==> src/rtl/icpc_data_lane.sv <==
module icpc_data_lane #(
    parameter int INST_W = 32,
    parameter int PDEC_W = 8,
    localparam int NIB    = INST_W / 8,
    localparam int SIDE_W = 1 + PDEC_W + 2 * NIB
) (
    input  logic              en_i,
    input  logic [SIDE_W-1:0] side_i,
    input  logic [INST_W-1:0] insta_i,
    input  logic [INST_W-1:0] instb_i,
    output logic              pdec_err_o,
    output logic              a_err_o,
    output logic              b_err_o
);
    localparam int PAR_POS  = 2 * NIB + PDEC_W;
    localparam int PDEC_POS = 2 * NIB;
    localparam int A_POS    = NIB;

    function automatic logic [NIB-1:0] byte_par(input logic [INST_W-1:0] w);
        logic [NIB-1:0] r;
        for (int b = 0; b < NIB; b++) begin
            r[b] = ^w[b*8 +: 8];
        end
        return r;
    endfunction

    always_comb begin
        pdec_err_o = en_i & (side_i[PAR_POS] ^ (^side_i[PDEC_POS +: PDEC_W]));
        a_err_o    = en_i & (side_i[A_POS +: NIB] != byte_par(insta_i));
        b_err_o    = en_i & (side_i[0 +: NIB] != byte_par(instb_i));
    end

endmodule

==> config.mk <==
export PLATFORM = sky130hd
export DESIGN_NAME = icpc_data_lane
export DESIGN_NICKNAME = d
export VERILOG_FILES = /design/src/rtl/icpc_data_lane.sv
export SDC_FILE = /design/constraint.sdc
export NUM_CORES = 1
export LEC_CHECK = 0
export ABC_AREA = 1
export CELL_PAD_IN_SITES_DETAIL_PLACEMENT = 2
export CELL_PAD_IN_SITES_GLOBAL_PLACEMENT = 2
export CORE_MARGIN = 10
export CORE_UTILIZATION = 15
export DETAILED_ROUTE_END_ITERATION = 16
export GPL_ROUTABILITY_DRIVEN = 0
export PLACE_DENSITY_LB_ADDON = 0.12
export SETUP_SLACK_MARGIN = 0.5
export SLEW_MARGIN = 20
export SYNTH_ARGS = -nofsm -noshare
export SYNTH_HDL_FRONTEND = slang
export SYNTH_SLANG_ARGS = --single-unit
==> constraint.sdc <==
create_clock -name vclk -period 1.38
set_input_delay 0.276 -clock vclk [all_inputs]
set_output_delay 0.276 -clock vclk [all_outputs]
set_load 0.01 [all_outputs]
==> key figures, run 1 <==
Yosys
  – Average cell area after synthesis: between 5 and 6 µm²
  – Total of warnings raised by yosys: 0
  – Cell area after synthesis: 1126 µm²
  – Part of the Yosys area used for sequential elements: 0%
  – Unique masters post-synth: 12
  – Syn_nets: roughly 300
  – Gate count of the mapped netlist: between 200 and 250

Detailed routing
  – Routed length on met3: about 200 µm
  – Post-Route M1 WL: roughly 1800 µm
  – Wire length on met2: roughly 2700 µm
  – Iter 0 DRT Violations: 12
  – Final Routed Wirelength: roughly 4700 µm
  – Post-route DRC: 0
  – Wire length per cell after detailed routing: around 12 µm
  – Via density per instance: a little under 4
  – ANT nets after route: 0
  – Highest routing layer actually used: met3
  – Via Count: 1589
  – First-pass iteration count of the detailed router: 2

Global routing
  – Wire length of the first global-routing pass: between 7000 and 8000 µm
  – Antenna violations before repair: 0
  – Overall overflow remaining after global route: 0
  – Pin count of the biggest net entering global routing: 4
  – Via count of the first global-routing pass: 1780
  – Total Routing Usage GR: 7.711%

Finish
  – Layout cells sized above 1: approximately three fifths
  – Final sequential cell count: 0
  – Filler Cells Inserted: 937
  – Number of clock buffers in the layout: 0
  – Non-filler cells in the finished layout: 410
  – Final standard cell area without fillers: between 2000 and 2500 µm²
  – Most used cells in the layout excluding fill and tap cells: 56 x nand2_1, 47 x buf_2, 41 x nand2_2
  – Most common cell after layout, fill and taps aside: nand2_1
  – Net total in the final layout: a little under 400
  – Synth-to-layout area growth: 97.33%
  – ANT cells: 0
  – Final core utilization: a little over 30%
  – Reg area: 0 µm²

Power
  – Static power due to leakage: approximately 1.3 nW
  – IR drop worst, VDD: ~100 µV
  – Power, Total: around 0.84 mW
  – Cell Pwr Density: 376.5 nW/µm²

Timing
  – Final max-slew violation count: 0
  – Upper clock frequency limit: roughly 650 MHz
  – Slew at the pin closest to its max-slew limit: around 0.23 ns
  – Final critical delay including setup and external delays: 1.529 ns
  – Fraction of the cycle the final worst path needs: 110.8%
  – Worst setup slack after layout: -0.1494 ns
  – RSZ-0062 raised after global routing: true
  – Total setup violations reported at the end of the flow: 3
  – Hold Violations, Final: 0
  – Worst slew margin relative to its limit: 84.58%

Outcome
  – Violations in the final reports: setup timing
  – Outcome: complete, but fails checks

Critical path
  – Series of cell instances along the critical path: buf_2 > inv_2 > nand2_2 > nand2_1 > nand2_2 > nand2_1 > nand2_2 > nand2_2 > nand2_2 > nand2_2 > nor2_2 > a21oi_2 > buf_2
  – Biggest fanout along the worst timing path: 2
  – Startpoint types: input pin
  – Family with the most delay on the worst path: simple AND/OR/NAND/NOR gates
  – Start-to-end type of the worst setup path: in -> out
  – Arrival time reported for the critical path endpoint: between 1 and 1.5 ns
  – Most common cell on crit path: nand2_2
  – Endpoint kind of the worst setup timing path: output port
  – Crit-path slowest cell: buf_2
  – Required time at the endpoint of the critical path: 1.10 ns
  – Number of buffers and inverters on the critical path: 3
  – Largest incremental delay on the critical path: around 0.14 ns

Floorplanning
  – Initial core utilization: between 15 and 20%
  – Vertical die dimension: between 100 and 150 µm
  – Area of the die: around 11000 µm²
  – Top-level I/O count: 85
  – Num rows: 31
  – X dimension of the die: 106.6 µm
  – Area inside the core boundary: 7292 µm²

Placement
  – Setup WS pre-CTS: -1.057 ns
  – Number of I/O port buffers: 85
  – Standard cell area after detailed placement: 2142 µm²
  – Placed insts: between 400 and 500
  – DP HPWL: ~4300 µm

Clock network
  – Count of hold buffers inserted by post-cts repair: 0
  – Post-CTS Setup Inserts: 0

Flow run
  – Max_cap viols: 0

Hold path
  – Cell depth of the worst hold path: 8
  – Class of the worst hold path: in -> out
  – Start point of the worst hold path: side_i[15]
  – Worst-case hold path end point: pdec_err_o
[layout make-up]
cell class	count	area [µm²]	area share [%]
multi-input cells	178	1320	59.40
repair buffers	87	605.6	27.25
inverters	46	172.7	7.770
well taps	99	123.9	5.574
[tightest hold or removal path, stage by stage]
cell and delay, ns:
buf_8 0.08, xnor2_4 0.11, xor2_2 0.08, inv_2 0.06, nand2_4 0.05, nand3b_4 0.07
a21oi_2 0.04, buf_2 0.14
[cells by family (layout without fill, tap and decap cells)]
group / Yosys count / count (layout) / share of synthesized area (%)
and+or+nand+nor: 129 / 129 / 46.56
xor gates and xnor gates: 46 / 46 / 36.45
buffers and inverters: 46 / 133 / 15.33
AOI/OAI and AO/OA: 3 / 3 / 1.667
[power breakdown]
group,internal [mW],switching [mW]
clock,0,0
combinational,0.406,0.431
sequential,0,0
total,0.406,0.431
[how the worst max path moves through the flow]
stage	from	end	slack, ns	cells after the start
after floorplan	side_i[9]	pdec_err_o	0.14	6
after global placement	side_i[9]	pdec_err_o	-1.01	8
after detailed placement	side_i[9]	pdec_err_o	-1.06	8
after CTS	insta_i[9]	a_err_o	-0.19	14
after global routing	insta_i[1]	a_err_o	-0.25	13
final	insta_i[1]	a_err_o	-0.15	13
[layer usage]
metal | vias up | global-route usage, %
met5 | - | 0
met4 | 0 | 0
met3 | 0 | 0.9581
met2 | 40 | 16.15
met1 | 730 | 8.319
li1 | 819 | -
[per-stage QoR]
step / hold WS (ns) / TNS, ns
4_1_cts: 1.203 / -0.5065
5_1_grt: 1.245 / -0.6911
3_3_place_gp: 1.644 / -2.894
2_1_floorplan: 0.7098 / 0
6_report: 1.187 / -0.3909
3_5_place_dp: 1.642 / -3.010
[timing repair]
action | CTS | global route
gates resized for setup | 358 | 82
setup endpoints to repair | 3 | 3
pin swaps | 120 | 72
gates cloned | 0 | 0
[synth_stat cells]
| library cell | n | area [µm²] |
|---|---|---|
| nand2_1 | 101 | 379.1 |
| inv_1 | 44 | 165.2 |
| xor2_1 | 26 | 227.7 |
| nand3_1 | 24 | 120.1 |
| xnor2_1 | 19 | 166.4 |
| a21oi_1 | 2 | 10.01 |
| inv_2 | 2 | 7.510 |
| nor2_1 | 2 | 7.510 |
| a21oi_2 | 1 | 8.760 |
| nand2_2 | 1 | 6.260 |
| nand3b_2 | 1 | 11.26 |
| xnor2_2 | 1 | 16.27 |
Note: power is estimated with default switching activity, not from simulation.
==> run 2, diff against run 1 <==
Settings changed: PLACE_DENSITY set to 0.91, PLACE_DENSITY_LB_ADDON 0.12 to unset.
==> key figures, run 2 (synthesized netlist as in run 1, its figures left out) <==
Outcome
  – Outcome: complete, but fails checks (unchanged)
  – Violations in the final reports: setup timing (unchanged)

Critical path
  – Start-to-end type of the worst setup path: in -> out (unchanged)
  – Required time at the endpoint of the critical path: 1.10 ns (about the same)
  – Startpoint types: input pin (unchanged)
  – Arrival time reported for the critical path endpoint: 1.26 ns (was 1.25 ns)
  – Endpoint kind of the worst setup timing path: output port (unchanged)
  – Biggest fanout along the worst timing path: 2 (unchanged)

Floorplanning
  – Top-level I/O count: 85 (unchanged)
  – Initial core utilization: 15.44% (unchanged)
  – Num rows: 31 (unchanged)
  – X dimension of the die: 106.6 µm (unchanged)
  – Area inside the core boundary: 7292 µm² (unchanged)
  – Vertical die dimension: 106.6 µm (unchanged)
  – Area of the die: 11370 µm² (unchanged)

Placement
  – Placed insts: 408 (was 410)
  – Number of I/O port buffers: 85 (unchanged)
  – Standard cell area after detailed placement: 2127 µm² (was 2142 µm²)
  – DP HPWL: 4724 µm (was 4288 µm)

Finish
  – Most used cells in the layout excluding fill and tap cells: 60 x nand2_1, 47 x buf_2, 40 x nand2_2 (was 56 x nand2_1, 47 x buf_2, 41 x nand2_2)
  – Final standard cell area without fillers: 2176 µm² (was 2222 µm²)
  – Net total in the final layout: 393 (was 395)
  – Layout cells sized above 1: 54.37% (was 59.16%)
  – ANT cells: 0 (unchanged)
  – Most common cell after layout, fill and taps aside: nand2_1 (unchanged)
  – Reg area: 0 µm² (unchanged)
  – Non-filler cells in the finished layout: 408 (was 410)
  – Synth-to-layout area growth: 93.22% (was 97.33%)
  – Number of clock buffers in the layout: 0 (unchanged)
  – Final sequential cell count: 0 (unchanged)

Timing
  – Upper clock frequency limit: 651.1 MHz (was 653.8 MHz)
  – Worst setup slack after layout: -0.1558 ns (was -0.1494 ns)
  – Hold Violations, Final: 0 (unchanged)
  – Final max-slew violation count: 0 (unchanged)
  – Slew at the pin closest to its max-slew limit: 0.2302 ns (was 0.2297 ns)
  – Fraction of the cycle the final worst path needs: 111.3% (was 110.8%)
  – Worst slew margin relative to its limit: 84.54% (was 84.58%)
  – Final critical delay including setup and external delays: 1.536 ns (was 1.529 ns)
  – RSZ-0062 raised after global routing: true (unchanged)
  – Total setup violations reported at the end of the flow: 3 (unchanged)
  – Final total negative setup slack: -0.4312 ns (was -0.3909 ns)

Power
  – Power, Total: 0.8114 mW (was 0.8367 mW)
  – Static power due to leakage: 1.249 nW (was 1.264 nW)
  – Net switching power: 0.4225 mW (was 0.4308 mW)
  – Int Pwr: 0.3889 mW (was 0.4059 mW)
  – Combinational fraction of design power: 100.0% (about the same)
  – Cell Pwr Density: 372.9 nW/µm² (was 376.5 nW/µm²)
  – Sequential cell fraction of total power: 0% (about the same)
  – Part of the power in the clock network: 0% (about the same)
  – IR drop worst, VDD: 103.7 µV (was 101.3 µV)
  – Switching Fraction: 52.07% (was 51.49%)

Global routing
  – Pin count of the biggest net entering global routing: 4 (unchanged)
  – Total Routing Usage GR: 8.757% (was 7.711%)
  – Wire length of the first global-routing pass: 8597 µm (was 7707 µm)
  – Antenna violations before repair: 0 (unchanged)
  – Overall overflow remaining after global route: 0 (unchanged)
  – Via count of the first global-routing pass: 1929 (was 1780)

Detailed routing
  – Via density per instance: 4.044 (was 3.876)
  – ANT nets after route: 0 (unchanged)
  – First-pass iteration count of the detailed router: 2 (unchanged)
  – Iter 0 DRT Violations: 15 (was 12)
  – Via Count: 1650 (was 1589)
  – Final Routed Wirelength: 5383 µm (was 4719 µm)
  – Wire length per cell after detailed routing: 13.19 µm (was 11.51 µm)
  – Post-route DRC: 0 (unchanged)

Flow run
  – Max_cap viols: 0 (unchanged)

Hold path
  – Class of the worst hold path: in -> out (unchanged)

Clock network
  – Post-CTS Setup Inserts: 0 (unchanged)
[run 2: final cells by class]
type,count,area [µm²]
multi-input combinational,178,1269
fill,888,5116
timing repair buffer,85,610.6
inverter,46,172.7
tap,99,123.9
[run 2: power by group through the flow]
stage / clock, mW / combinational (mW) / sequential, mW
after global placement: 0 / 0.733 / 0
final: 0 / 0.811 / 0
after floorplan: 0 / 0.391 / 0
after detailed placement: 0 / 0.775 / 0
after global routing: 0 / 0.916 / 0
after CTS: 0 / 0.753 / 0
[run 2: layer usage]
metal	GRT usage, %	routed length, µm
met1	8.128	1760
met2	19.45	3323
met3	1.856	299
met4	0	0
met5	0	0
[run 2: worst paths after layout]
check                 cells past startpoint   startpoint         end
worst max-delay path                      8   side_i[15]  pdec_err_o
worst min-delay path                      9  instb_i[23]     b_err_o
[run 2: repair_timing]
| action | CTS | global route |
|---|---|---|
| gates cloned | 0 | 0 |
| endpoints found under the hold margin | 0 | 0 |
| setup endpoints to repair | 3 | 3 |
| hold buffers | 0 | 0 |
| resized for setup | 355 | 65 |
| pin swaps | 120 | 54 |
[run 2: worst max-delay path: stages]
cell and delay, ns:
buf_8 0.10, xnor2_4 0.17, xor2_2 0.19, inv_1 0.07, nand2_2 0.10, nand3b_4 0.08
a21oi_2 0.13, buf_2 0.14
[run 2: per-stage QoR]
stage / util [%] / hold WS (ns) / setup slack (ns)
finish: 29.84 / 1.225 / -0.1558
floorplan: - / 0.7098 / 0.1398
global route: 29.84 / 1.280 / -0.2656
detailed placement: 29.17 / 1.673 / -1.033
global placement: 29.17 / 1.682 / -0.9544
CTS: 28.14 / 1.211 / -0.1706
==> run 3, diff against run 2 <==
Settings changed: CAP_MARGIN set to 20, TNS_END_PERCENT set to 5.
==> key figures, run 3 (synthesized netlist as in run 1, its figures left out) <==
Global routing
  – Total Routing Usage GR: 8.732% (was 8.757%)
  – Overall overflow remaining after global route: 0 (unchanged)
  – Pin count of the biggest net entering global routing: 4 (unchanged)
  – Antenna violations before repair: 0 (unchanged)
  – Via count of the first global-routing pass: 1923 (was 1929)
  – Wire length of the first global-routing pass: 8569 µm (was 8597 µm)

Floorplanning
  – Initial core utilization: 15.44% (unchanged)
  – Vertical die dimension: 106.6 µm (unchanged)
  – X dimension of the die: 106.6 µm (unchanged)
  – Area of the die: 11370 µm² (unchanged)
  – Top-level I/O count: 85 (unchanged)
  – Num rows: 31 (unchanged)
  – Area inside the core boundary: 7292 µm² (unchanged)

Power
  – IR drop worst, VDD: 106.5 µV (was 103.7 µV)
  – Int Pwr: 0.3854 mW (was 0.3889 mW)
  – Part of the power in the clock network: 0% (about the same)
  – Sequential cell fraction of total power: 0% (about the same)
  – Net switching power: 0.4224 mW (was 0.4225 mW)
  – Cell Pwr Density: 373.2 nW/µm² (was 372.9 nW/µm²)
  – Static power due to leakage: 1.246 nW (was 1.249 nW)
  – Switching Fraction: 52.29% (was 52.07%)
  – Combinational fraction of design power: 100.0% (about the same)
  – Power, Total: 0.8078 mW (was 0.8114 mW)

Critical path
  – End point of the critical path: pdec_err_o (unchanged)
  – Biggest fanout along the worst timing path: 2 (unchanged)
  – Origin of the worst setup path: side_i[14] (was side_i[15])
  – Startpoint types: input pin (unchanged)
  – Required time at the endpoint of the critical path: 1.10 ns (about the same)
  – Start-to-end type of the worst setup path: in -> out (unchanged)
  – Endpoint kind of the worst setup timing path: output port (unchanged)
  – Arrival time reported for the critical path endpoint: 1.27 ns (was 1.26 ns)

Timing
  – Worst setup slack after layout: -0.1646 ns (was -0.1558 ns)
  – Final total negative setup slack: -0.4400 ns (was -0.4312 ns)
  – RSZ-0062 raised after global routing: true (unchanged)
  – Final critical delay including setup and external delays: 1.545 ns (was 1.536 ns)
  – Hold Violations, Final: 0 (unchanged)
  – Worst hold slack after final layout: 1.225 ns (unchanged)
  – Worst slew margin relative to its limit: 84.54% (unchanged)
  – Total setup violations reported at the end of the flow: 3 (unchanged)
  – Final max-slew violation count: 0 (unchanged)
  – Fraction of the cycle the final worst path needs: 111.9% (was 111.3%)
  – Upper clock frequency limit: 647.4 MHz (was 651.1 MHz)
  – Slew at the pin closest to its max-slew limit: 0.2302 ns (unchanged)

Detailed routing
  – Final Routed Wirelength: 5385 µm (was 5383 µm)
  – Via Count: 1650 (unchanged)
  – First-pass iteration count of the detailed router: 2 (unchanged)
  – ANT nets after route: 0 (unchanged)
  – Via density per instance: 4.044 (unchanged)
  – Post-route DRC: 0 (unchanged)
  – Wire length per cell after detailed routing: 13.20 µm (was 13.19 µm)
  – Iter 0 DRT Violations: 15 (unchanged)

Placement
  – Number of I/O port buffers: 85 (unchanged)
  – DP HPWL: 4724 µm (unchanged)
  – Standard cell area after detailed placement: 2127 µm² (unchanged)
  – Setup WS pre-CTS: -1.033 ns (unchanged)

Flow run
  – Max_cap viols: 0 (unchanged)

Outcome
  – Violations in the final reports: setup timing (unchanged)
  – Outcome: complete, but fails checks (unchanged)

Hold path
  – Class of the worst hold path: in -> out (unchanged)
  – Start point of the worst hold path: instb_i[23] (unchanged)

Finish
  – Number of clock buffers in the layout: 0 (unchanged)
  – Synth-to-layout area growth: 92.22% (was 93.22%)
  – Reg area: 0 µm² (unchanged)
  – Layout cells sized above 1: 54.37% (unchanged)
  – ANT cells: 0 (unchanged)
  – Most common cell after layout, fill and taps aside: nand2_1 (unchanged)
  – Final sequential cell count: 0 (unchanged)
  – Most used cells in the layout excluding fill and tap cells: 60 x nand2_1, 48 x buf_2, 40 x nand2_2 (was 60 x nand2_1, 47 x buf_2, 40 x nand2_2)
  – Final standard cell area without fillers: 2165 µm² (was 2176 µm²)
  – Net total in the final layout: 393 (unchanged)

Clock network
  – Count of hold buffers inserted by post-cts repair: 0 (unchanged)
  – Post-CTS Setup Inserts: 0 (unchanged)
-- run 3: cell count changes in the layout (fill, tap and decap cells not counted) --
| cell | delta |
|---|---|
| clkdlybuf4s15_1 | -1 |
| dlygate4sd2_1 | +1 |
| buf_2 | +1 |
| buf_8 | -1 |
-- run 3: how the worst min path moves through the flow --
| stage | endpoint | slack [ns] | depth (start not counted) |
|---|---|---|---|
| after detailed placement | pdec_err_o | 1.67 | 4 |
| after global placement | pdec_err_o | 1.68 | 4 |
| after floorplan | a_err_o | 0.71 | 2 |
| after global routing | pdec_err_o | 1.28 | 7 |
| final | b_err_o | 1.23 | 9 |
| after CTS | pdec_err_o | 1.22 | 8 |
-- run 3: cell type report --
type / instances / area, µm²
fill: 891 / 5127
multi-input combinational: 178 / 1269
timing repair buffer: 85 / 599.3
inverter: 46 / 172.7
tap: 99 / 123.9
-- run 3: layer usage --
metal | GRT usage, % | wire (µm)
met5 | 0 | 0
met4 | 0 | 0
met3 | 1.856 | 299
met2 | 19.40 | 3322
met1 | 8.093 | 1763
-- run 3: power groups by stage --
stage / sequential (mW) / combinational, mW / clock [mW]
after floorplan: 0 / 0.391 / 0
after detailed placement: 0 / 0.775 / 0
after global routing: 0 / 0.912 / 0
after global placement: 0 / 0.733 / 0
final: 0 / 0.808 / 0
after CTS: 0 / 0.750 / 0
-- run 3: critical path: stages --
cell and delay (ns):
dlygate4sd2_1 0.24, inv_2 0.07, xor2_2 0.17, inv_1 0.07, nand2_2 0.10, nand3b_4 0.08
a21oi_2 0.13, buf_2 0.14
-- run 3: what timing repair did --
action | 4_1_cts | 5_1_grt
resized for setup | 351 | 65
pin swaps | 119 | 52
endpoints found under the setup margin | 3 | 3
-- run 3: metrics by stage --
| step | std cells | utilization (%) |
|---|---|---|
| detailed placement | 408 | 29.17 |
| global route | 408 | 29.68 |
| CTS | 408 | 27.99 |
| floorplan | 224 | - |
| finish | 408 | 29.68 |
| global placement | 408 | 29.17 |
